## config.mk

```make
export PLATFORM = sky130hd
export DESIGN_NAME = bitband_xlate
export DESIGN_NICKNAME = d
export VERILOG_FILES = /design/src/rtl/bbx_pkg.sv /design/src/rtl/bbx_alias_decode.sv /design/src/rtl/bbx_datapath.sv /design/src/rtl/bbx_ctrl.sv /design/src/rtl/bitband_xlate.sv
export SDC_FILE = /design/constraint.sdc
export NUM_CORES = 1
export LEC_CHECK = 0
export BUFFER_PORTS_ARGS = -buffer_cell sky130_fd_sc_hd__buf_2
export CORE_ASPECT_RATIO = 1.75
export CORE_MARGIN = 2
export CORE_UTILIZATION = 45
export CTS_BUF_LIST = sky130_fd_sc_hd__clkbuf_8
export DETAILED_ROUTE_END_ITERATION = 8
export GPL_ROUTABILITY_DRIVEN = 0
export PLACE_DENSITY = 0.73
export SLEW_MARGIN = 20
export SYNTH_ARGS = -nofsm -noshare
export SYNTH_HDL_FRONTEND = slang
export SYNTH_HIERARCHICAL = 1
export SYNTH_SLANG_ARGS = --single-unit
```

## constraint.sdc

```tcl
create_clock -name clk -period 2.7 [get_ports clk]
set_input_delay 0.27 -clock clk [delete_from_list [all_inputs] [get_ports clk]]
set_output_delay 0.27 -clock clk [all_outputs]
set_load 0.005 [all_outputs]
```

## src/rtl/bbx_pkg.sv

```systemverilog
package bbx_pkg;
  localparam int DATA_W = 32;
  localparam int STRB_W = DATA_W / 8;
  localparam int BIT_W  = $clog2(DATA_W);
  localparam int NUM_REGIONS = 2;

  localparam logic [NUM_REGIONS-1:0][31:0] DEF_REGION_BASE = {32'h4000_0000, 32'h2000_0000};
  localparam logic [NUM_REGIONS-1:0][31:0] DEF_ALIAS_BASE  = {32'h4200_0000, 32'h2200_0000};

  typedef enum logic [1:0] {PH_PASS, PH_ALRD, PH_ALWR} phase_e;
  typedef enum logic [1:0] {RSP_RAW, RSP_BIT, RSP_ZERO} rspSel_e;

  typedef struct packed {
    logic    capReq;
    logic    capWord;
    logic    capRsp;
    rspSel_e rspSel;
    phase_e  phase;
  } dpStrobe_t;
endpackage

```

## src/rtl/bbx_alias_decode.sv

```systemverilog
module bbx_alias_decode
  import bbx_pkg::*;
#(
  parameter int ADDR_W      = 32,
  parameter int REGION_BITS = 20,
  parameter logic [NUM_REGIONS-1:0][31:0] REGION_BASE = DEF_REGION_BASE,
  parameter logic [NUM_REGIONS-1:0][31:0] ALIAS_BASE  = DEF_ALIAS_BASE
) (
  input  logic [ADDR_W-1:0] addr,
  output logic              hit,
  output logic [ADDR_W-1:0] wordAddr,
  output logic [BIT_W-1:0]  bitPos
);
  // one alias word per bit: 8 bits per byte, 4 address bytes per alias word
  localparam int ALIAS_BITS = REGION_BITS + 3 + 2;
  localparam int PAD_W      = ADDR_W - REGION_BITS;

  logic [NUM_REGIONS-1:0] regHit;
  logic [ADDR_W-1:0]      regAddr [NUM_REGIONS];

  for (genvar i = 0; i < NUM_REGIONS; i++) begin : g_region
    assign regHit[i]  = (addr[ADDR_W-1:ALIAS_BITS] == ALIAS_BASE[i][ADDR_W-1:ALIAS_BITS]);
    assign regAddr[i] = regHit[i]
      ? (REGION_BASE[i][ADDR_W-1:0] | {{PAD_W{1'b0}}, addr[ALIAS_BITS-1:BIT_W+2], 2'b00})
      : '0;
  end

  always_comb begin
    wordAddr = '0;
    for (int i = 0; i < NUM_REGIONS; i++) wordAddr = wordAddr | regAddr[i];
  end

  assign hit    = |regHit;
  assign bitPos = addr[BIT_W+1:2];
endmodule

```

## src/rtl/bbx_datapath.sv

```systemverilog
module bbx_datapath
  import bbx_pkg::*;
#(
  parameter int ADDR_W      = 32,
  parameter int REGION_BITS = 20
) (
  input  logic              clk,
  input  logic              rstN,
  input  dpStrobe_t         strb,
  input  logic [ADDR_W-1:0] upAddr,
  input  logic              upWrite,
  input  logic [DATA_W-1:0] upWdata,
  input  logic [STRB_W-1:0] upStrb,
  input  logic [DATA_W-1:0] dnRdata,
  output logic              aliasHit,
  output logic [ADDR_W-1:0] dnAddr,
  output logic              dnWrite,
  output logic [DATA_W-1:0] dnWdata,
  output logic [STRB_W-1:0] dnStrb,
  output logic [DATA_W-1:0] upRdata
);
  logic [ADDR_W-1:0] decAddr;
  logic [BIT_W-1:0]  decBit;

  logic [ADDR_W-1:0] reqAddr, tgtAddr;
  logic [DATA_W-1:0] reqWdata, readWord, modWord, rspData;
  logic [STRB_W-1:0] reqStrb;
  logic              reqWrite;
  logic [BIT_W-1:0]  bitPos;

  bbx_alias_decode #(
    .ADDR_W(ADDR_W), .REGION_BITS(REGION_BITS)
  ) u_decode (
    .addr(upAddr), .hit(aliasHit), .wordAddr(decAddr), .bitPos(decBit)
  );

  always_ff @(posedge clk or negedge rstN) begin
    if (!rstN) begin
      reqAddr  <= '0;
      reqWdata <= '0;
      reqStrb  <= '0;
      reqWrite <= 1'b0;
      tgtAddr  <= '0;
      bitPos   <= '0;
      readWord <= '0;
      modWord  <= '0;
      rspData  <= '0;
    end else begin
      if (strb.capReq) begin
        reqAddr  <= upAddr;
        reqWdata <= upWdata;
        reqStrb  <= upStrb;
        reqWrite <= upWrite;
        tgtAddr  <= decAddr;
        bitPos   <= decBit;
      end
      if (strb.capWord) begin
        readWord        <= dnRdata;
        modWord         <= dnRdata;
        modWord[bitPos] <= reqWdata[0];
      end
      if (strb.capRsp) begin
        case (strb.rspSel)
          RSP_RAW: rspData <= dnRdata;
          RSP_BIT: rspData <= {{(DATA_W-1){1'b0}}, dnRdata[bitPos]};
          default: rspData <= '0;
        endcase
      end
    end
  end

  always_comb begin
    case (strb.phase)
      PH_PASS: begin
        dnAddr  = reqAddr;
        dnWrite = reqWrite;
        dnWdata = reqWdata;
        dnStrb  = reqStrb;
      end
      PH_ALRD: begin
        dnAddr  = tgtAddr;
        dnWrite = 1'b0;
        dnWdata = '0;
        dnStrb  = '0;
      end
      default: begin
        dnAddr  = tgtAddr;
        dnWrite = 1'b1;
        dnWdata = modWord;
        dnStrb  = '1;
      end
    endcase
  end

  assign upRdata = rspData;


  rmw_onebit_chk: assert property (@(posedge clk) disable iff (!rstN)
    (strb.phase == PH_ALWR) |-> ($countones(modWord ^ readWord) <= 1));


  bit_rsp_chk: assert property (@(posedge clk) disable iff (!rstN)
    (strb.capRsp && strb.rspSel == RSP_BIT) |=> (upRdata[DATA_W-1:1] == '0));
endmodule

```

## src/rtl/bbx_ctrl.sv

```systemverilog
module bbx_ctrl
  import bbx_pkg::*;
(
  input  logic      clk,
  input  logic      rstN,
  input  logic      upValid,
  input  logic      upWrite,
  input  logic      aliasHit,
  input  logic      dnReady,
  input  logic      dnRspValid,
  output logic      upReady,
  output logic      upRspValid,
  output logic      dnValid,
  output logic      dnLock,
  output dpStrobe_t strb
);
  typedef enum logic [2:0] {
    ST_IDLE, ST_PREQ, ST_PWAIT, ST_RREQ, ST_RWAIT, ST_WREQ, ST_WWAIT, ST_RESP
  } state_e;

  state_e state, stateNxt;
  logic   aliasWr, aliasWrNxt;

  always_ff @(posedge clk or negedge rstN) begin
    if (!rstN) begin
      state   <= ST_IDLE;
      aliasWr <= 1'b0;
    end else begin
      state   <= stateNxt;
      aliasWr <= aliasWrNxt;
    end
  end

  always_comb begin
    stateNxt    = state;
    aliasWrNxt  = aliasWr;
    upReady     = 1'b0;
    upRspValid  = 1'b0;
    dnValid     = 1'b0;
    strb        = '{capReq: 1'b0, capWord: 1'b0, capRsp: 1'b0,
                    rspSel: RSP_RAW, phase: PH_PASS};
    case (state)
      ST_IDLE: begin
        upReady = 1'b1;
        if (upValid) begin
          strb.capReq = 1'b1;
          aliasWrNxt  = aliasHit && upWrite;
          stateNxt    = aliasHit ? ST_RREQ : ST_PREQ;
        end
      end
      ST_PREQ: begin
        dnValid = 1'b1;
        if (dnReady) stateNxt = ST_PWAIT;
      end
      ST_PWAIT: begin
        if (dnRspValid) begin
          strb.capRsp = 1'b1;
          stateNxt    = ST_RESP;
        end
      end
      ST_RREQ: begin
        strb.phase = PH_ALRD;
        dnValid    = 1'b1;
        if (dnReady) stateNxt = ST_RWAIT;
      end
      ST_RWAIT: begin
        strb.phase = PH_ALRD;
        if (dnRspValid) begin
          strb.capWord = 1'b1;
          if (aliasWr) begin
            stateNxt = ST_WREQ;
          end else begin
            strb.capRsp = 1'b1;
            strb.rspSel = RSP_BIT;
            stateNxt    = ST_RESP;
          end
        end
      end
      ST_WREQ: begin
        strb.phase = PH_ALWR;
        dnValid    = 1'b1;
        if (dnReady) stateNxt = ST_WWAIT;
      end
      ST_WWAIT: begin
        strb.phase = PH_ALWR;
        if (dnRspValid) begin
          strb.capRsp = 1'b1;
          strb.rspSel = RSP_ZERO;
          stateNxt    = ST_RESP;
        end
      end
      default: begin
        upRspValid = 1'b1;
        stateNxt   = ST_IDLE;
      end
    endcase
  end

  assign dnLock = aliasWr &&
    (state == ST_RREQ || state == ST_RWAIT || state == ST_WREQ || state == ST_WWAIT);


  stall_hold_chk: assert property (@(posedge clk) disable iff (!rstN)
    (upValid && upReady) |=> !upReady);


  rsp_pulse_chk: assert property (@(posedge clk) disable iff (!rstN)
    upRspValid |=> !upRspValid);


  lock_start_chk: assert property (@(posedge clk) disable iff (!rstN)
    $rose(dnLock) |-> dnValid);


  lock_release_chk: assert property (@(posedge clk) disable iff (!rstN)
    $fell(dnLock) |-> $past(dnRspValid));
endmodule

```

## src/rtl/bitband_xlate.sv

```systemverilog
module bitband_xlate
  import bbx_pkg::*;
#(
  parameter int ADDR_W      = 32,
  parameter int REGION_BITS = 20
) (
  input  logic              clk,
  input  logic              rstN,
  input  logic              upValid,
  output logic              upReady,
  input  logic [ADDR_W-1:0] upAddr,
  input  logic              upWrite,
  input  logic [DATA_W-1:0] upWdata,
  input  logic [STRB_W-1:0] upStrb,
  output logic              upRspValid,
  output logic [DATA_W-1:0] upRdata,
  output logic              dnValid,
  input  logic              dnReady,
  output logic [ADDR_W-1:0] dnAddr,
  output logic              dnWrite,
  output logic [DATA_W-1:0] dnWdata,
  output logic [STRB_W-1:0] dnStrb,
  output logic              dnLock,
  input  logic              dnRspValid,
  input  logic [DATA_W-1:0] dnRdata
);
  dpStrobe_t strb;
  logic      aliasHit;

  bbx_ctrl u_ctrl (
    .clk(clk), .rstN(rstN), .upValid(upValid), .upWrite(upWrite),
    .aliasHit(aliasHit), .dnReady(dnReady), .dnRspValid(dnRspValid),
    .upReady(upReady), .upRspValid(upRspValid), .dnValid(dnValid),
    .dnLock(dnLock), .strb(strb)
  );

  bbx_datapath #(.ADDR_W(ADDR_W), .REGION_BITS(REGION_BITS)) u_dp (
    .clk(clk), .rstN(rstN), .strb(strb), .upAddr(upAddr), .upWrite(upWrite),
    .upWdata(upWdata), .upStrb(upStrb), .dnRdata(dnRdata), .aliasHit(aliasHit),
    .dnAddr(dnAddr), .dnWrite(dnWrite), .dnWdata(dnWdata), .dnStrb(dnStrb),
    .upRdata(upRdata)
  );


  dn_hold_chk: assert property (@(posedge clk) disable iff (!rstN)
    (dnValid && !dnReady) |=> (dnValid && $stable(dnAddr) && $stable(dnWrite) && $stable(dnWdata)));
endmodule

```

**Word-level counts from Yosys, hierarchy flattened**

Cells that the tools add are included.

- Bits in registers: 174
- Bits of input ports: 106
- Word-level logic and storage cells: 80

- Magnitude comparators: 2
- Equality and inequality tests: 16
- Multiplexer cells: 34
- Bitwise gates (word level): 1
- Reductions and logical operators: 17

Operator list:

| kind | count |
|---|---|
| $pmux W32 S2 | 2 |
| $bwmux W32 | 1 |
| $mux W32 | 1 |
| $or A30 B32 Y32 | 1 |
| $mux W31 | 1 |
| $mux W30 | 1 |
| $mux W3 | 8 |
| $pmux W3 S6 | 1 |
| $ne A2 B2 Y1 const B | 5 |
| $eq A3 B3 Y1 const B | 3 |
| $mux W1 | 9 |
| $pmux W2 S2 | 2 |
| $pmux W4 S2 | 1 |
| $reduce_or A2 Y1 | 4 |
| $eq A7 B5 Y1 const B | 1 |
| $eq A7 B6 Y1 const B | 1 |
| $reduce_or A7 Y1 | 1 |
| $eq A3 B2 Y1 const B | 2 |
| $lt A5 B6 Y1 const B | 1 |
| $reduce_and A6 Y1 | 1 |
| $bmux W1 S5 | 1 |
| $demux W1 S5 | 1 |
| $ge A5 B1 Y1 const B | 1 |
| $eq A2 B1 Y1 const B | 2 |
| 12 further kinds | 18 |

**Logic depth before layout (Yosys ltp)**

Gate-level depths: netlist of run 1.

- Depth in word-level cells: 5
- Mapped depth: 7
- Gate-level depth less buffers: 7

**Cells and area by module**

The synthesis of run 1 kept the hierarchy.

By module, submodules not included:

| module | instances | cells an instance | area each (µm²) |
|---|---|---|---|
| bbx_datapath | 1 | 602 | 7,754.9 |
| bbx_alias_decode | 1 | 48 | 436.7 |
| bbx_ctrl | 1 | 46 | 357.8 |

**Worst setup path after synthesis of run 1**

OpenSTA, ideal clock, no wires.

- Kind: register -> output
- Start point: register u_ctrl.state[0]
- End point: output dnAddr[10]
- Data arrival time: 1,828 ps
- Data required time: 2,430 ps
- Setup slack: 602 ps
- Stages on the path, launching flop included: 8
- Cell sequence: dfrtp_1 > buf_4 > xor2_1 > nand2_1 > inv_1 > nor2_1 > buf_2 > mux2_2

RTL lines:

| item | line | RTL |
|---|---|---|
| from (decl) | bbx_ctrl.sv:21 | `state_e state, stateNxt;` |
| from (signal assigned) | bbx_ctrl.sv:29 | `state <= stateNxt;` |
| to (decl) | bitband_xlate.sv:19 | `output logic [ADDR_W-1:0] dnAddr,` |

==> metrics.yaml, run 1 <==
clock_latency_ps: 460
rsz0062_at_grt: "false"
via_per_inst: 5.45
htreeDepth: 4
relSlewSlack_pct: 32.6
vdd_ir_drop_max_mv: 0.783
cts.sinks: 174
synth_area_mm2: 0.00855
clockBufferDepth: 2
drtIter0Drc: 267
grt_max_degree: 77
cp-start-kind: "flip-flop"
grt_pass1_wl_um: 33800
fp.coreArea_mm2: 0.0186
ys_seq_area_share_pct: 50.9
end_kind: "output pin"
cts_buffers: 17
rows: 66
swShare_pct: 36.8
seqPwrFrac_pct: 37.4
final_max_slew_viol_count: 0
ys_async_sr_fraction_pct: 100
cts_root_buf: "clkbuf_8"
whs_ps: 38.7
cp.arrival_ps: 2260
diodes: 0
cts.clk_slew.worst_paths_ps: 90
synthFlopType: "dfrtp_1"
remaining_drc_errors: 0
maxCapViolCount: 0
vias: 6169
p_clk_share_pct: 15.0
start_util_pct: 46.0
critPathKind: "reg2out"
port_buffers: 210
dp_hpwl_um: 15700
fmax_mhz: 396
fin_crit_sh_pct: 93.6
setup_viol: 0
area_growth_pct: 19.1
crit_required_ps: 2430
p_int_uw: 7990
antenna_found_initial: 0
finalWirelength_um: 21600
die_y_um: 186
finalNonFillerCells: 1132
grt_pass1_vias: 6264
power_uw: 12600
status: "complete, no violations"
cts_tree: "built"
hold_viol_final: 0
synth_cell_type_count: 50
skew_ps: 17.9
fin_tns_setup_ps: 0
avgSynthCellArea_um2: 12.3
dpl.cell_count: 1098
grt_util_all_layers_pct: 21.8
ant_nets: 0
first_pass_iters: 4
pin_count: 211
combPwrFrac_pct: 47.6
drive_gt1_share_pct: 47.1
syn_inst: 696
critPathMaxFanout: 32
ys_ff_latch: 174
overflow: 0
fin_nets: 987
netSwitchingPower_uw: 4660
p_per_area_mw_per_mm2: 1240
fin_crit_ps: 2530
hold_path_class: "in2reg"
fp.dieW_um: 108
worstMarginPinSlew_ps: 1010
yosysWarningCount: 6
synth_edf_count: 0
wl_per_cell_um: 19.1
leakagePower_uw: 0.00482
dieArea_mm2: 0.0202
==> worst max-delay path, stage by stage (launching register included) <==
cell and delay, ps:
dfrtp_2 510, and2_1 210, nand2b_1 90, nand2_1 100
nor2_4 160, buf_12 230, mux2_2 360, buf_2 130
==> Yosys cell counts, drive strengths merged, types with 3 or more instances <==
library cell | instances | area, um2
mux2i | 40 | 400
nand3 | 7 | 35.0
a21oi | 34 | 174
nand2b | 6 | 37.5
dfrtp | 174 | 4350
nor4b | 21 | 253
nor2 | 53 | 199
a21o | 6 | 45.0
nor3 | 7 | 35.0
nor2b | 3 | 18.8
inv | 5 | 18.8
a22o | 64 | 561
clkbuf | 31 | 116
nand2 | 22 | 82.6
mux2 | 143 | 1610
buf | 41 | 279
nor3b | 4 | 30.0
nand3b | 4 | 33.8
o21ai | 4 | 20.0
==> path summary, 6_finish.rpt <==
check,from,cells after the start,to,slack (ps)
max reg2reg,u_dp/bitPos[1],4,u_dp/upRdata[0],460
min in group asynchronous,rstN,2,u_dp/reqAddr[9],390
max,u_ctrl/state[0],7,dnAddr[31],170
min reg2reg,u_dp/upRdata[28],1,u_dp/upRdata[28],510
min,dnReady,2,u_ctrl/state[0],40
max in group asynchronous,rstN,3,u_dp/reqWdata[0],1450
==> kinds of logic (layout without fill, tap and decap cells) <==
family / Yosys count / count (layout) / share of synthesized area (%)
flip-flops: 174 / 174 / 50.9
XOR/XNOR: 3 / 3 / 0.395
other: 1 / 12 / 0.0439
AO/OA/AOI/OAI: 119 / 119 / 10.4
multiplexers: 185 / 185 / 24.1
buffers and inverters: 77 / 264 / 4.84
AND/OR/NAND/NOR: 137 / 137 / 9.25
==> placed cells by master (no fill, tap or decap), types with 3 or more instances in the layout <==
cell type   instances
a21o_1              6
a21oi_1            33
a22o_1             64
buf_12              4
buf_2             209
buf_4              11
bufinv_16           3
clkbuf_8           17
clkinvlp_4          3
conb_1             12
dfrtp_1           171
dfrtp_2             3
inv_1               8
inv_6               3
mux2_2            142
mux2i_1            40
nand2_1            22
nand2b_1            6
nand3_1             7
nand3b_1            3
nor2_1             51
nor2b_1             3
nor3_1              7
nor3b_1             3
nor4b_1            10
nor4b_2            10
==> power by group through the flow <==
stage	Combinational [uW]	Sequential, uW	Clock, uW
finish	6020	4720	1900
global route	6540	4870	2070
CTS	6000	4710	1960
detailed placement	5970	4760	0
global placement	5840	4740	0
floorplan	4130	4290	0
==> what timing repair did <==
| action | in CTS | in global routing |
|---|---|---|
| resized for setup | 2 | 1 |
| hold buffers | 1 | 0 |
| gates cloned | 0 | 1 |
| setup buffers | 0 | 0 |
| endpoints found under the setup margin | 32 | 32 |
| endpoints found under the hold margin | 72 | 0 |
==> layer usage <==
layer	GRT usage, %	routed length [um]
met1	25.4	8320
met2	38.7	11700
met3	4.54	991
met4	7.94	595
met5	0	0
==> sequential cells by signal (all words and copies together) (netlist names) <==
register	count
u_dp/reqAddr	32
u_dp/reqStrb	4
u_ctrl/state	3
u_dp/modWord	32
u_dp/reqWdata	32
u_dp/bitPos	5
u_dp/tgtAddr	32
u_dp/upRdata	32
u_ctrl/aliasWr	1
u_dp/reqWrite	1
==> stage by stage <==
| step | area (um2) | setup WS [ps] | util [%] |
|---|---|---|---|
| 2_1_floorplan | 8590 | 602 | - |
| 3_3_place_gp | 9740 | 518 | 52.4 |
| 3_5_place_dp | 9740 | 456 | 52.4 |
| 4_1_cts | 10200 | 17.4 | 54.7 |
| 5_1_grt | 10200 | 43.7 | 54.8 |
| 6_report | 10200 | 172 | 54.8 |
==> final cells by class <==
cell class,count,area [um2]
clock buffers,17,234
clock inverters,15,173
fillers,1672,8400
inverters,5,18.8
multi-input cells,456,3850
flip-flops and latches,174,4360
well taps,238,298
repair buffers,227,1250
(Power assumes the default switching activity.)
==> run 2, diff against run 1 <==
--- a/config.mk
+++ b/config.mk
@@ -13,6 +13,7 @@
 export DETAILED_ROUTE_END_ITERATION = 8
 export GPL_ROUTABILITY_DRIVEN = 0
 export PLACE_DENSITY = 0.73
+export REMOVE_ABC_BUFFERS = 1
 export SLEW_MARGIN = 20
 export SYNTH_ARGS = -nofsm -noshare
 export SYNTH_HDL_FRONTEND = slang
==> run 2 against run 1 <==
Compared with the run above: core utilization grew 0.054 points; sequential share of layout area about the same; power shrank 0.57%; maximum frequency is 0.16% lower; critical endpoint is now dnAddr[5].
==> metrics.yaml, run 2 (synthesized netlist as in run 1, its figures left out) <==
status: "complete, no violations"
ant_nets: 0
fp.dieW_um: 108
p_int_uw: 8000
swShare_pct: 36.4
grt_pass1_wl_um: 33100
critPathKind: "reg2out"
dieArea_mm2: 0.0202
cts.clk_slew.worst_paths_ps: 90
port_buffers: 210
final_cell_mix: "209 x buf_2, 171 x dfrtp_1, 142 x mux2_2, 64 x a22o_1, 51 x nor2_1"
setup_viol: 0
drtIter0Drc: 200
vias: 6110
start_util_pct: 46.0
critPathMaxFanout: 40
fin_tns_setup_ps: 0
fmax_mhz: 395
fin_crit_ps: 2530
overflow: 0
pin_count: 211
p_clk_share_pct: 15.5
grt_max_degree: 75
worst_slack_ps: 168
cts.sinks: 174
fp.coreArea_mm2: 0.0186
cp-start-kind: "flip-flop"
end_kind: "output pin"
final_max_slew_viol_count: 0
post_cts_buffers: 0
antenna_found_initial: 3
first_pass_iters: 4
wl_per_cell_um: 18.3
leakagePower_uw: 0.00483
die_y_um: 186
maxCapViolCount: 0
hold_viol_final: 0
fin_nets: 989
netSwitchingPower_uw: 4580
relSlewSlack_pct: 47.2
grt_pass1_vias: 6316
rows: 66
via_per_inst: 5.38
final_util_pct: 54.9
remaining_drc_errors: 0
area_growth_pct: 19.2
p_per_area_mw_per_mm2: 1230
skew_ps: 17.1
crit_required_ps: 2430
dpl.cell_count: 1100
dp_hpwl_um: 14900
rsz0062_at_grt: "false"
drive_gt1_share_pct: 47.3
htreeDepth: 4
grt_util_all_layers_pct: 21.2
finalNonFillerCells: 1136
cp.arrival_ps: 2260
cts_tree: "built"
cts_root_buf: "clkbuf_8"
dp_slack_ps: 521
finalWirelength_um: 20700
layout_commonest_cell: "buf_2"
hold_path_class: "in2reg"
fin_crit_sh_pct: 93.8
whs_ps: 33.8
seqPwrFrac_pct: 36.9
cts_buffers: 17
worstMarginPinSlew_ps: 792
clock_latency_ps: 470
clockBufferDepth: 2
vdd_ir_drop_max_mv: 0.879
combPwrFrac_pct: 47.5
==> run 2: changes by cell type in the layout (fill, tap and decap cells not counted), sizes merged <==
cell | before | now
buf | 225 | 227
inv | 11 | 9
diode | 0 | 2
clkinv | 3 | 4
dlygate4sd3 | 1 | 2
clkinvlp | 3 | 2
clkbuf | 18 | 19
==> run 2: through the flow <==
stage | cell area [um2] | power, uW
floorplan | 8200 | 7970
global placement | 9740 | 10600
detailed placement | 9740 | 10700
CTS | 10200 | 12700
global route | 10200 | 13500
finish | 10200 | 12600
==> run 2: path summary, 6_finish.rpt <==
kind                                      start                end  slack [ps]  depth (start not counted)
worst max register to register   u_dp/bitPos[1]    u_dp/upRdata[0]         490                          5
worst max-delay path            u_ctrl/state[0]          dnAddr[5]         170                          7
worst min-delay path                upWdata[26]  u_dp/reqWdata[26]          30                          2
worst min register to register  u_dp/tgtAddr[1]    u_dp/tgtAddr[1]         510                          1
max in group asynchronous                  rstN   u_dp/upRdata[30]        1430                          3
min in group asynchronous                  rstN   u_dp/tgtAddr[18]         350                          2
==> run 2: per-layer routing <==
metal / wire (um) / GRT usage [%] / share of wire, % / vias to the layer above
met5: 16 / 0 / 0.077 / -
met4: 406 / 7.45 / 2.0 / 2
met3: 918 / 4.33 / 4.4 / 27
met2: 11400 / 38.7 / 55 / 144
met1: 8030 / 24.1 / 39 / 3056
li1: - / - / - / 2881
==> run 2: timing repair <==
action | 4_1_cts | 5_1_grt
resized for setup | 0 | 3
hold buffers | 2 | 0
hold endpoints to repair | 63 | 0
setup endpoints to repair | 0 | 64
==> run 2: final cells by class <==
type                       instances  area, um2
clock buffer                      19        262
fill                            1676       8390
inverter                           5       18.8
clock inverter                    13        163
multi-input combinational        456       3850
sequential                       174       4360
tap                              238        298
antenna                            2       5.00
timing repair buffer             229       1240
==> run 2: power groups by stage <==
stage / clock network, uW / logic (uW) / registers, uW
after floorplan: 0 / 3480 / 4490
after global placement: 0 / 5920 / 4690
after detailed placement: 0 / 6040 / 4700
after CTS: 2020 / 6070 / 4650
after global routing: 2130 / 6540 / 4810
final: 1950 / 5980 / 4640
==> run 2: worst max-delay path, cell delays in order, from the launching register on <==
cell      delay (ps)
dfrtp_2          500
and2_1           200
nand2b_1          90
nand2_1          110
nor2_4           130
buf_12           240
mux2_2           370
buf_2            130
